$ cat src/rtl/xbus_pkg.sv
package xbus_pkg;
  typedef enum logic [2:0] {
    PH_IDLE,
    PH_ADDR,
    PH_LATCH,
    PH_SETUP,
    PH_STROBE,
    PH_RECOVER,
    PH_INTDONE
  } phase_e;

  localparam logic [1:0] KIND_FETCH = 2'b00;
  localparam logic [1:0] KIND_WRITE = 2'b10;

  // high port carries the address byte unless a data access is paged
  function automatic logic hi_from_addr(logic [1:0] kind, logic short_form);
    return (kind == KIND_FETCH) || !short_form;
  endfunction

  // low port is actively driven with write data after the address phase
  function automatic logic drives_data(logic [1:0] kind);
    return kind == KIND_WRITE;
  endfunction
endpackage

$ cat src/rtl/xbus_seq.sv
module xbus_seq
  import xbus_pkg::*;
#(
  parameter int DW = 8,
  parameter int STB_CYC = 2,
  parameter int CODE_LIMIT = 'h1FFF
) (
  input  logic            clk,
  input  logic            rst_n,
  input  logic            ext_sel,
  input  logic            req_valid,
  input  logic [1:0]      req_kind,
  input  logic            req_short,
  input  logic [2*DW-1:0] req_addr,
  input  logic [DW-1:0]   req_wdata,
  output phase_e          phase,
  output logic            ready,
  output logic            accept,
  output logic            go_ext,
  output logic            strobe_last,
  output logic [1:0]      cur_kind,
  output logic            cur_short,
  output logic [2*DW-1:0] cur_addr,
  output logic [DW-1:0]   cur_wdata
);
  localparam int AW = 2 * DW;
  localparam int CW = (STB_CYC > 1) ? $clog2(STB_CYC) : 1;
  localparam logic [CW-1:0] CNT_LAST = CW'(STB_CYC - 1);
  localparam logic [AW-1:0] LIMIT = AW'(CODE_LIMIT);

  logic [CW-1:0] cnt;
  phase_e        nxt;
  logic          fetch_ext;

  assign ready       = (phase == PH_IDLE) || (phase == PH_RECOVER) || (phase == PH_INTDONE);
  assign accept      = req_valid && ready;
  assign fetch_ext   = ext_sel || (req_addr > LIMIT);
  assign go_ext      = accept && ((req_kind != KIND_FETCH) || fetch_ext);
  assign strobe_last = (phase == PH_STROBE) && (cnt == CNT_LAST);

  always_comb begin
    nxt = phase;
    if (accept) begin
      nxt = go_ext ? PH_ADDR : PH_INTDONE;
    end else begin
      case (phase)
        PH_ADDR:    nxt = PH_LATCH;
        PH_LATCH:   nxt = PH_SETUP;
        PH_SETUP:   nxt = PH_STROBE;
        PH_STROBE:  nxt = strobe_last ? PH_RECOVER : PH_STROBE;
        PH_RECOVER: nxt = PH_IDLE;
        PH_INTDONE: nxt = PH_IDLE;
        default:    nxt = PH_IDLE;
      endcase
    end
  end

  always_ff @(posedge clk or negedge rst_n) begin
    if (!rst_n) begin
      phase     <= PH_IDLE;
      cnt       <= '0;
      cur_kind  <= '0;
      cur_short <= 1'b0;
      cur_addr  <= '0;
      cur_wdata <= '0;
    end else begin
      phase <= nxt;
      if (phase == PH_STROBE && !strobe_last) cnt <= cnt + 1'b1;
      else                                    cnt <= '0;
      if (accept) begin
        cur_kind  <= req_kind;
        cur_short <= req_short;
        cur_addr  <= req_addr;
        cur_wdata <= req_wdata;
      end
    end
  end
endmodule

$ cat src/rtl/xbus_regs.sv
module xbus_regs #(
  parameter int DW = 8
) (
  input  logic          clk,
  input  logic          rst_n,
  input  logic          hi_wr,
  input  logic [DW-1:0] hi_wdata,
  input  logic          lo_wr,
  input  logic [DW-1:0] lo_wdata,
  input  logic          load_ones,
  input  logic          capture,
  input  logic [DW-1:0] lo_in,
  output logic [DW-1:0] hi_reg,
  output logic [DW-1:0] lo_latch,
  output logic [DW-1:0] rdata
);
  always_ff @(posedge clk or negedge rst_n) begin
    if (!rst_n) begin
      hi_reg   <= '1;
      lo_latch <= '1;
      rdata    <= '0;
    end else begin
      if (hi_wr) hi_reg <= hi_wdata;
      if (load_ones)  lo_latch <= '1;
      else if (lo_wr) lo_latch <= lo_wdata;
      if (capture) rdata <= lo_in;
    end
  end
endmodule

$ cat src/rtl/xbus_pins.sv
module xbus_pins
  import xbus_pkg::*;
#(
  parameter int DW = 8
) (
  input  phase_e          phase,
  input  logic [1:0]      cur_kind,
  input  logic            cur_short,
  input  logic [2*DW-1:0] cur_addr,
  input  logic [DW-1:0]   cur_wdata,
  input  logic [DW-1:0]   hi_reg,
  input  logic [DW-1:0]   lo_latch,
  output logic            ale,
  output logic            code_rd_n,
  output logic            rd_n,
  output logic            wr_n,
  output logic [DW-1:0]   lo_out,
  output logic            lo_push,
  output logic [DW-1:0]   hi_out
);
  logic in_cycle;
  logic strobing;

  assign in_cycle = (phase == PH_ADDR) || (phase == PH_LATCH) || (phase == PH_SETUP) ||
                    (phase == PH_STROBE) || (phase == PH_RECOVER);
  assign strobing = (phase == PH_STROBE);

  assign ale       = (phase == PH_ADDR);
  assign code_rd_n = !(strobing && cur_kind == KIND_FETCH);
  assign wr_n      = !(strobing && cur_kind == KIND_WRITE);
  assign rd_n      = !(strobing && cur_kind != KIND_FETCH && cur_kind != KIND_WRITE);

  assign hi_out = (in_cycle && hi_from_addr(cur_kind, cur_short)) ? cur_addr[2*DW-1:DW] : hi_reg;

  always_comb begin
    case (phase)
      PH_ADDR, PH_LATCH: begin
        lo_out  = cur_addr[DW-1:0];
        lo_push = 1'b1;
      end
      PH_SETUP, PH_STROBE, PH_RECOVER: begin
        lo_out  = drives_data(cur_kind) ? cur_wdata : '1;
        lo_push = drives_data(cur_kind);
      end
      default: begin
        lo_out  = lo_latch;
        lo_push = 1'b0;
      end
    endcase
  end
endmodule

$ cat src/rtl/xbus_ctrl.sv
module xbus_ctrl
  import xbus_pkg::*;
#(
  parameter int DW = 8,
  parameter int STB_CYC = 2,
  parameter int CODE_LIMIT = 'h1FFF
) (
  input  logic            clk,
  input  logic            rst_n,
  input  logic            ext_sel,
  input  logic            req_valid,
  input  logic [1:0]      req_kind,
  input  logic            req_short,
  input  logic [2*DW-1:0] req_addr,
  input  logic [DW-1:0]   req_wdata,
  output logic            req_ready,
  output logic            done,
  output logic [DW-1:0]   rdata,
  input  logic            hi_wr,
  input  logic [DW-1:0]   hi_wdata,
  input  logic            lo_wr,
  input  logic [DW-1:0]   lo_wdata,
  output logic            ale,
  output logic            code_rd_n,
  output logic            rd_n,
  output logic            wr_n,
  output logic [DW-1:0]   lo_out,
  output logic            lo_push,
  input  logic [DW-1:0]   lo_in,
  output logic [DW-1:0]   hi_out
);
  phase_e          phase;
  logic            accept;
  logic            go_ext;
  logic            strobe_last;
  logic [1:0]      cur_kind;
  logic            cur_short;
  logic [2*DW-1:0] cur_addr;
  logic [DW-1:0]   cur_wdata;
  logic [DW-1:0]   hi_reg;
  logic [DW-1:0]   lo_latch;
  logic            capture;

  assign capture = strobe_last && !drives_data(cur_kind);
  assign done    = (phase == PH_RECOVER) || (phase == PH_INTDONE);

  xbus_seq #(.DW(DW), .STB_CYC(STB_CYC), .CODE_LIMIT(CODE_LIMIT)) u_seq (
    .clk(clk), .rst_n(rst_n), .ext_sel(ext_sel), .req_valid(req_valid),
    .req_kind(req_kind), .req_short(req_short), .req_addr(req_addr),
    .req_wdata(req_wdata), .phase(phase), .ready(req_ready), .accept(accept),
    .go_ext(go_ext), .strobe_last(strobe_last), .cur_kind(cur_kind),
    .cur_short(cur_short), .cur_addr(cur_addr), .cur_wdata(cur_wdata)
  );

  xbus_regs #(.DW(DW)) u_regs (
    .clk(clk), .rst_n(rst_n), .hi_wr(hi_wr), .hi_wdata(hi_wdata),
    .lo_wr(lo_wr), .lo_wdata(lo_wdata), .load_ones(go_ext), .capture(capture),
    .lo_in(lo_in), .hi_reg(hi_reg), .lo_latch(lo_latch), .rdata(rdata)
  );

  xbus_pins #(.DW(DW)) u_pins (
    .phase(phase), .cur_kind(cur_kind), .cur_short(cur_short), .cur_addr(cur_addr),
    .cur_wdata(cur_wdata), .hi_reg(hi_reg), .lo_latch(lo_latch), .ale(ale),
    .code_rd_n(code_rd_n), .rd_n(rd_n), .wr_n(wr_n), .lo_out(lo_out),
    .lo_push(lo_push), .hi_out(hi_out)
  );
endmodule

$ cat config.mk
export PLATFORM = sky130hd
export DESIGN_NAME = xbus_ctrl
export DESIGN_NICKNAME = d
export VERILOG_FILES = /design/src/rtl/xbus_pkg.sv /design/src/rtl/xbus_seq.sv /design/src/rtl/xbus_regs.sv /design/src/rtl/xbus_pins.sv /design/src/rtl/xbus_ctrl.sv
export SDC_FILE = /design/constraint.sdc
export NUM_CORES = 1
export LEC_CHECK = 0
export ABC_AREA = 1
export ABC_CLOCK_PERIOD_IN_PS = 2900
export BUFFER_PORTS_ARGS = -buffer_cell sky130_fd_sc_hd__buf_2
export CORE_ASPECT_RATIO = 1.2
export CORE_MARGIN = 2
export CORE_UTILIZATION = 54
export DETAILED_ROUTE_END_ITERATION = 12
export PLACE_DENSITY_LB_ADDON = 0.25
export SKIP_LAST_GASP = 1
export SLEW_MARGIN = 20
export SYNTH_ARGS = -nofsm -noshare
export SYNTH_HDL_FRONTEND = slang
export SYNTH_SLANG_ARGS = --single-unit
$ cat constraint.sdc
create_clock -name clk -period 2.9 [get_ports clk]
set_clock_uncertainty 0.1 [all_clocks]
set_input_delay 0.29 -clock clk [delete_from_list [all_inputs] [get_ports clk]]
set_output_delay 0.29 -clock clk [all_outputs]
set_load 0.005 [all_outputs]
# Yosys cells after proc, flatten, opt, wreduce, memory -nomap -nowiden

Index checks and enable logic that the tools add are counted.

Add/sub/neg operators: 1
Multipliers: 0
Div/mod/pow operators: 0
Magnitude comparators: 1
Eq/ne operators: 8
Shifts and indexed selects: 0
Multiplexer cells: 11
Bitwise operators: 0
Reduce and logical (&&, ||, !) cells: 33

Operators by type and width:

| kind                 | number |
|---|---|
| $mux 8               | 4 |
| $gt 16x13->1 const B | 1 |
| $pmux 8 s2           | 1 |
| $pmux 3 s4           | 1 |
| $logic_and 1x1->1    | 10 |
| $logic_or 1x1->1     | 10 |
| $eq 3x3->1 const B   | 3 |
| $eq 3x2->1 const B   | 2 |
| $logic_not 1->1      | 6 |
| $mux 3               | 2 |
| $reduce_bool 2->1    | 3 |
| $eq 3x1->1 const B   | 1 |
| $logic_not 3->1      | 1 |
| $reduce_or 3->1      | 1 |
| $eq 2x2->1 const B   | 1 |
| $logic_not 2->1      | 1 |
| $mux 1               | 2 |
| $ne 2x2->1 const B   | 1 |
| $pmux 1 s2           | 1 |
| $reduce_or 2->1      | 1 |
| $add 1x1->1 const B  | 1 |

Register bits after elaboration: 55
Bits in latches: 0
RAM bits: 0
Bits in read-only memories: 0
Output and inout port bits: 31
Word-level logic and storage cells: 63
Memories kept: 0

# Longest topological paths before layout

Depth after elaboration: 7
Gate-level depth with buffers: 7
Depth with buffers taken out: 7

# By module

From an unflattened synthesis, not the netlist that was laid out.

Cell total of the unflattened synthesis: 346
Area, all modules: 2787.7 µm²

Modules (own cells, without submodules):

| module    | times used | cells an instance | area each (µm²) | seq. area each (µm²) |
|---|---|---|---|---|
| xbus_seq  | 1          | 157               | 1370.1          | 775.7 |
| xbus_regs | 1          | 102               | 977.2           | 620.6 |
| xbus_pins | 1          | 81                | 414.1           | 0.0 |
| xbus_ctrl | 1          | 6                 | 26.3            | 0.0 |

# Worst setup path before layout

No wires, ideal clock.

Path kind: reg2out
Start point: register u_seq.cur_kind[0]
End point: output port hi_out[0]
Arrival time: 1108 ps
Data required time: 2510 ps
Slack: 1402 ps
Stages on the path, launching flop included: 5
Cell sequence: dfrtp_1 > o21ai_1 > nand2_2 > nand2_1 > nand2_1

Word-level cells in the longest chain between the ends: 4

Ends and longest elaborated chain:

| what                     | RTL line        | RTL |
|---|---|---|
| start: declaration       | xbus_seq.sv:21  | `output logic [1:0] cur_kind,` |
| start signal: assignment | xbus_seq.sv:71  | `cur_kind <= req_kind;` |
| $logic_not 2->1          | xbus_pkg.sv:17  | `return (kind == KIND_FETCH) \|\| !short_form;` |
| $logic_or 1x1->1         | xbus_pkg.sv:17  |  |
| $logic_and 1x1->1        | xbus_pins.sv:33 | `assign hi_out = (in_cycle && hi_from_addr(cur_kind, cur_short)) ? cur_addr[2*DW-1:DW] : hi_reg;` |
| $mux 8                   | xbus_pins.sv:33 |  |
| end: declaration         | xbus_ctrl.sv:30 | `output logic [DW-1:0] hi_out` |

Every way passes these cells.

# Worst setup path after layout

Start point: register u_seq.cur_kind[0]
End point: output port hi_out[1]

Same word-level chain as after synthesis.

==> run_results.csv <==
group,metric,value,unit
clock_tree,clockRootBuffer,"clkbuf_8",
timing,max_slew_margin,58.62,%
floorplan,start_util,56.77,%
setup_path,worstSetupStartpointType,"flip-flop",
setup_path,worst_r2r_path_depth,6,
timing,tns,0,ps
route,dr.pass1.iters,4,
layout,nets,453,
logic_synthesis,synth-seq-cells,55,
setup_path,rr_startpoint,"u_seq.phase[1]",
timing,rsz0062_at_grt,"no",
placement,place_area,3098,um2
route,drc,0,
min_path,hold_path.class,"in -> reg",
setup_path,endpoint_kind,"primary output",
logic_synthesis,synth-seq-area-share,53.14,%
route,viasPerCell,5.207,
setup_path,crit_fanout,9,
logic_synthesis,synth.cell_area,2628,um2
route,drt_iter0_markers,154,
grt,grt_pass1_vias,2416,
floorplan,die_h,80.41,um
pwr,p_per_area,1016,nW/um2
pwr,ir_worst_vdd,0.0008674,V
logic_synthesis,synth_top_area_share,37.14,%
layout,n_antenna_cell,0,
route,drt-total-wl,5864,um
timing,finalSetupViolCount,0,
logic_synthesis,synthTopCellsByCount,"130 x nand2_1, 58 x nand3_1, 39 x dfrtp_1",
logic_synthesis,synth_edf_count,0,
clock_tree,postCtsSetupRepairBufs,0,
clock_tree,clockBufferDepth,2,
pwr,power,3.269,mW
clock_tree,clk_pin_slew,90,ps
logic_synthesis,synth.area.top_cells,"dfrtp_1 37%, nand2_1 19%, dfstp_2 16%",
floorplan,die_w,67.68,um
floorplan,coreArea,4628,um2
route,drt-wirelength-per-cell,12.89,um
layout,top_register,"u_seq.cur_addr",
layout,syn_to_final_growth,22.43,%
outcome,status,"finished clean",
min_path,hp-start,"lo_in[0]",
logic_synthesis,async_reset_ff_share,100.0,%
grt,grt_remaining_overflow,0,
logic_synthesis,ys_types,23,
route,drtAntennaViolNets,0,
placement,globalplace.congestion,0.7846,
timing,tightest_slew,616.5,ps
floorplan,placementRows,27,
clock_tree,cts-resized-gates,0,
logic_synthesis,ys_warn_count,0,
grt,grt_max_degree,50,
logic_synthesis,postSynthAreaPerCell,8.503,um2
clock_tree,cts_buffers,5,
logic_synthesis,ys.flop_type,"dfrtp_1",
grt,grt.total_usage,24.50,%
clock_tree,cts_tree,"yes",
min_path,holdPathStages,3,
timing,min_period,2172,ps
layout,finish.instance_area,3217,um2
logic_synthesis,yosysMostFrequentCell,"nand2_1",
grt,grt_pass1_wl,10180,um
timing,holdWs,67.68,ps
logic_synthesis,syn_inst,309,
timing,setup_slack,728.0,ps
route,vias,2369,
placement,dpl.hpwl,4408,um
grt,grt_antenna_before_repair,0,
timing,fmax,460.4,MHz
setup_path,crit_required,2510,ps
placement,pre_cts_ws,1037,ps
timing,min_period_over_period,74.90,%
floorplan,die-area,5442,um2
clock_tree,cts.htree.levels,2,
logic_synthesis,yosysTopAreaCell,"dfrtp_1",
placement,port_buffers,87,
setup_path,cp.arrival,1780,ps
pwr,leakage,1.740,nW
layout,drive_gt1_share,35.26,%
timing,hold_viol,0,
clock_tree,clock-sinks,55,
timing,slew_viol_final,0,
layout,largest_register_ffs,16,
run,drv_cap,0,
clock_tree,clock_latency,310,ps
floorplan,pin_count,88,
setup_path,reg2reg_setup_slack,1010,ps
clock_tree,cts_hold_buf,0,
setup_path,startpoint,"u_seq.cur_kind[0]",
logic_synthesis,synth_nets,366,
layout,fillCellCount,386,
setup_path,worstSetupPathType,"reg -> out",
-- cell type report --
cell class	instances	area, um2	area share (%)
inverter	11	41.29	1.284
sequential	55	1396	43.41
multi-input combinational	233	1137	35.36
clock buffer	7	76.32	2.373
clock inverter	1	30.03	0.9335
timing repair buffer	90	462.9	14.39
tap	58	72.57	2.256
-- critical path, stage by stage, from the launching register on --
cell	delay, ps
dfrtp_1	430
o21ai_1	520
nand2_2	230
nand2_1	120
nand2_1	50
buf_2	120
-- kinds of logic after synthesis --
logic type	Yosys count	share of synthesized area [%]
AOI/OAI and AO/OA	3	0.5713
buffers and inverters	21	3.571
DFF	55	53.14
muxes	16	6.476
and+or+nand+nor	214	36.24
-- path summary, 6_finish.rpt --
kind / end
max: hi_out[1]
min: u_regs.rdata[0]
max reg2reg: u_seq.phase[0]
min reg2reg: u_seq.cur_wdata[0]
max in group asynchronous: u_regs.hi_reg[1]
min in group asynchronous: u_seq.cur_kind[0]
-- where the power goes --
part / switching, mW / internal [mW] / total [mW]
registers: 0.177 / 1.09 / 1.27
clock network: 0.238 / 0.259 / 0.497
logic: 0.916 / 0.591 / 1.51
-- layer usage --
metal / GRT usage [%] / share of wire, % / vias to the layer above
met5: 0 / 0 / -
met4: 6.735 / 1.3 / 0
met3: 4.342 / 5.2 / 6
met2: 41.86 / 50 / 70
met1: 31.55 / 44 / 1123
li1: - / - / 1170
-- layout by cell type, fill, tap and decap left out --
cell type	instances
buf_2	86
buf_4	3
bufinv_16	1
clkbuf_1	2
clkbuf_8	5
clkinv_1	1
dfrtp_1	39
dfstp_2	16
dlygate4sd3_1	1
inv_1	7
inv_2	3
mux2_2	8
mux2i_1	8
nand2_1	130
nand2_2	5
nand2_4	1
nand3_1	58
nand3_2	3
nand3b_1	1
nor2_1	6
nor3_1	1
nor3_4	1
o21ai_0	2
o21ai_1	1
or2_2	8
-- per-stage QoR --
| stage | instances | utilization [%] |
|---|---|---|
| after global placement | 446 | 66.94 |
| after floorplan | 309 | - |
| after global routing | 455 | 69.51 |
| after CTS | 454 | 69.23 |
| after detailed placement | 446 | 66.94 |
| final | 455 | 69.51 |
No activity file was read; power rests on OpenSTA's default activity.
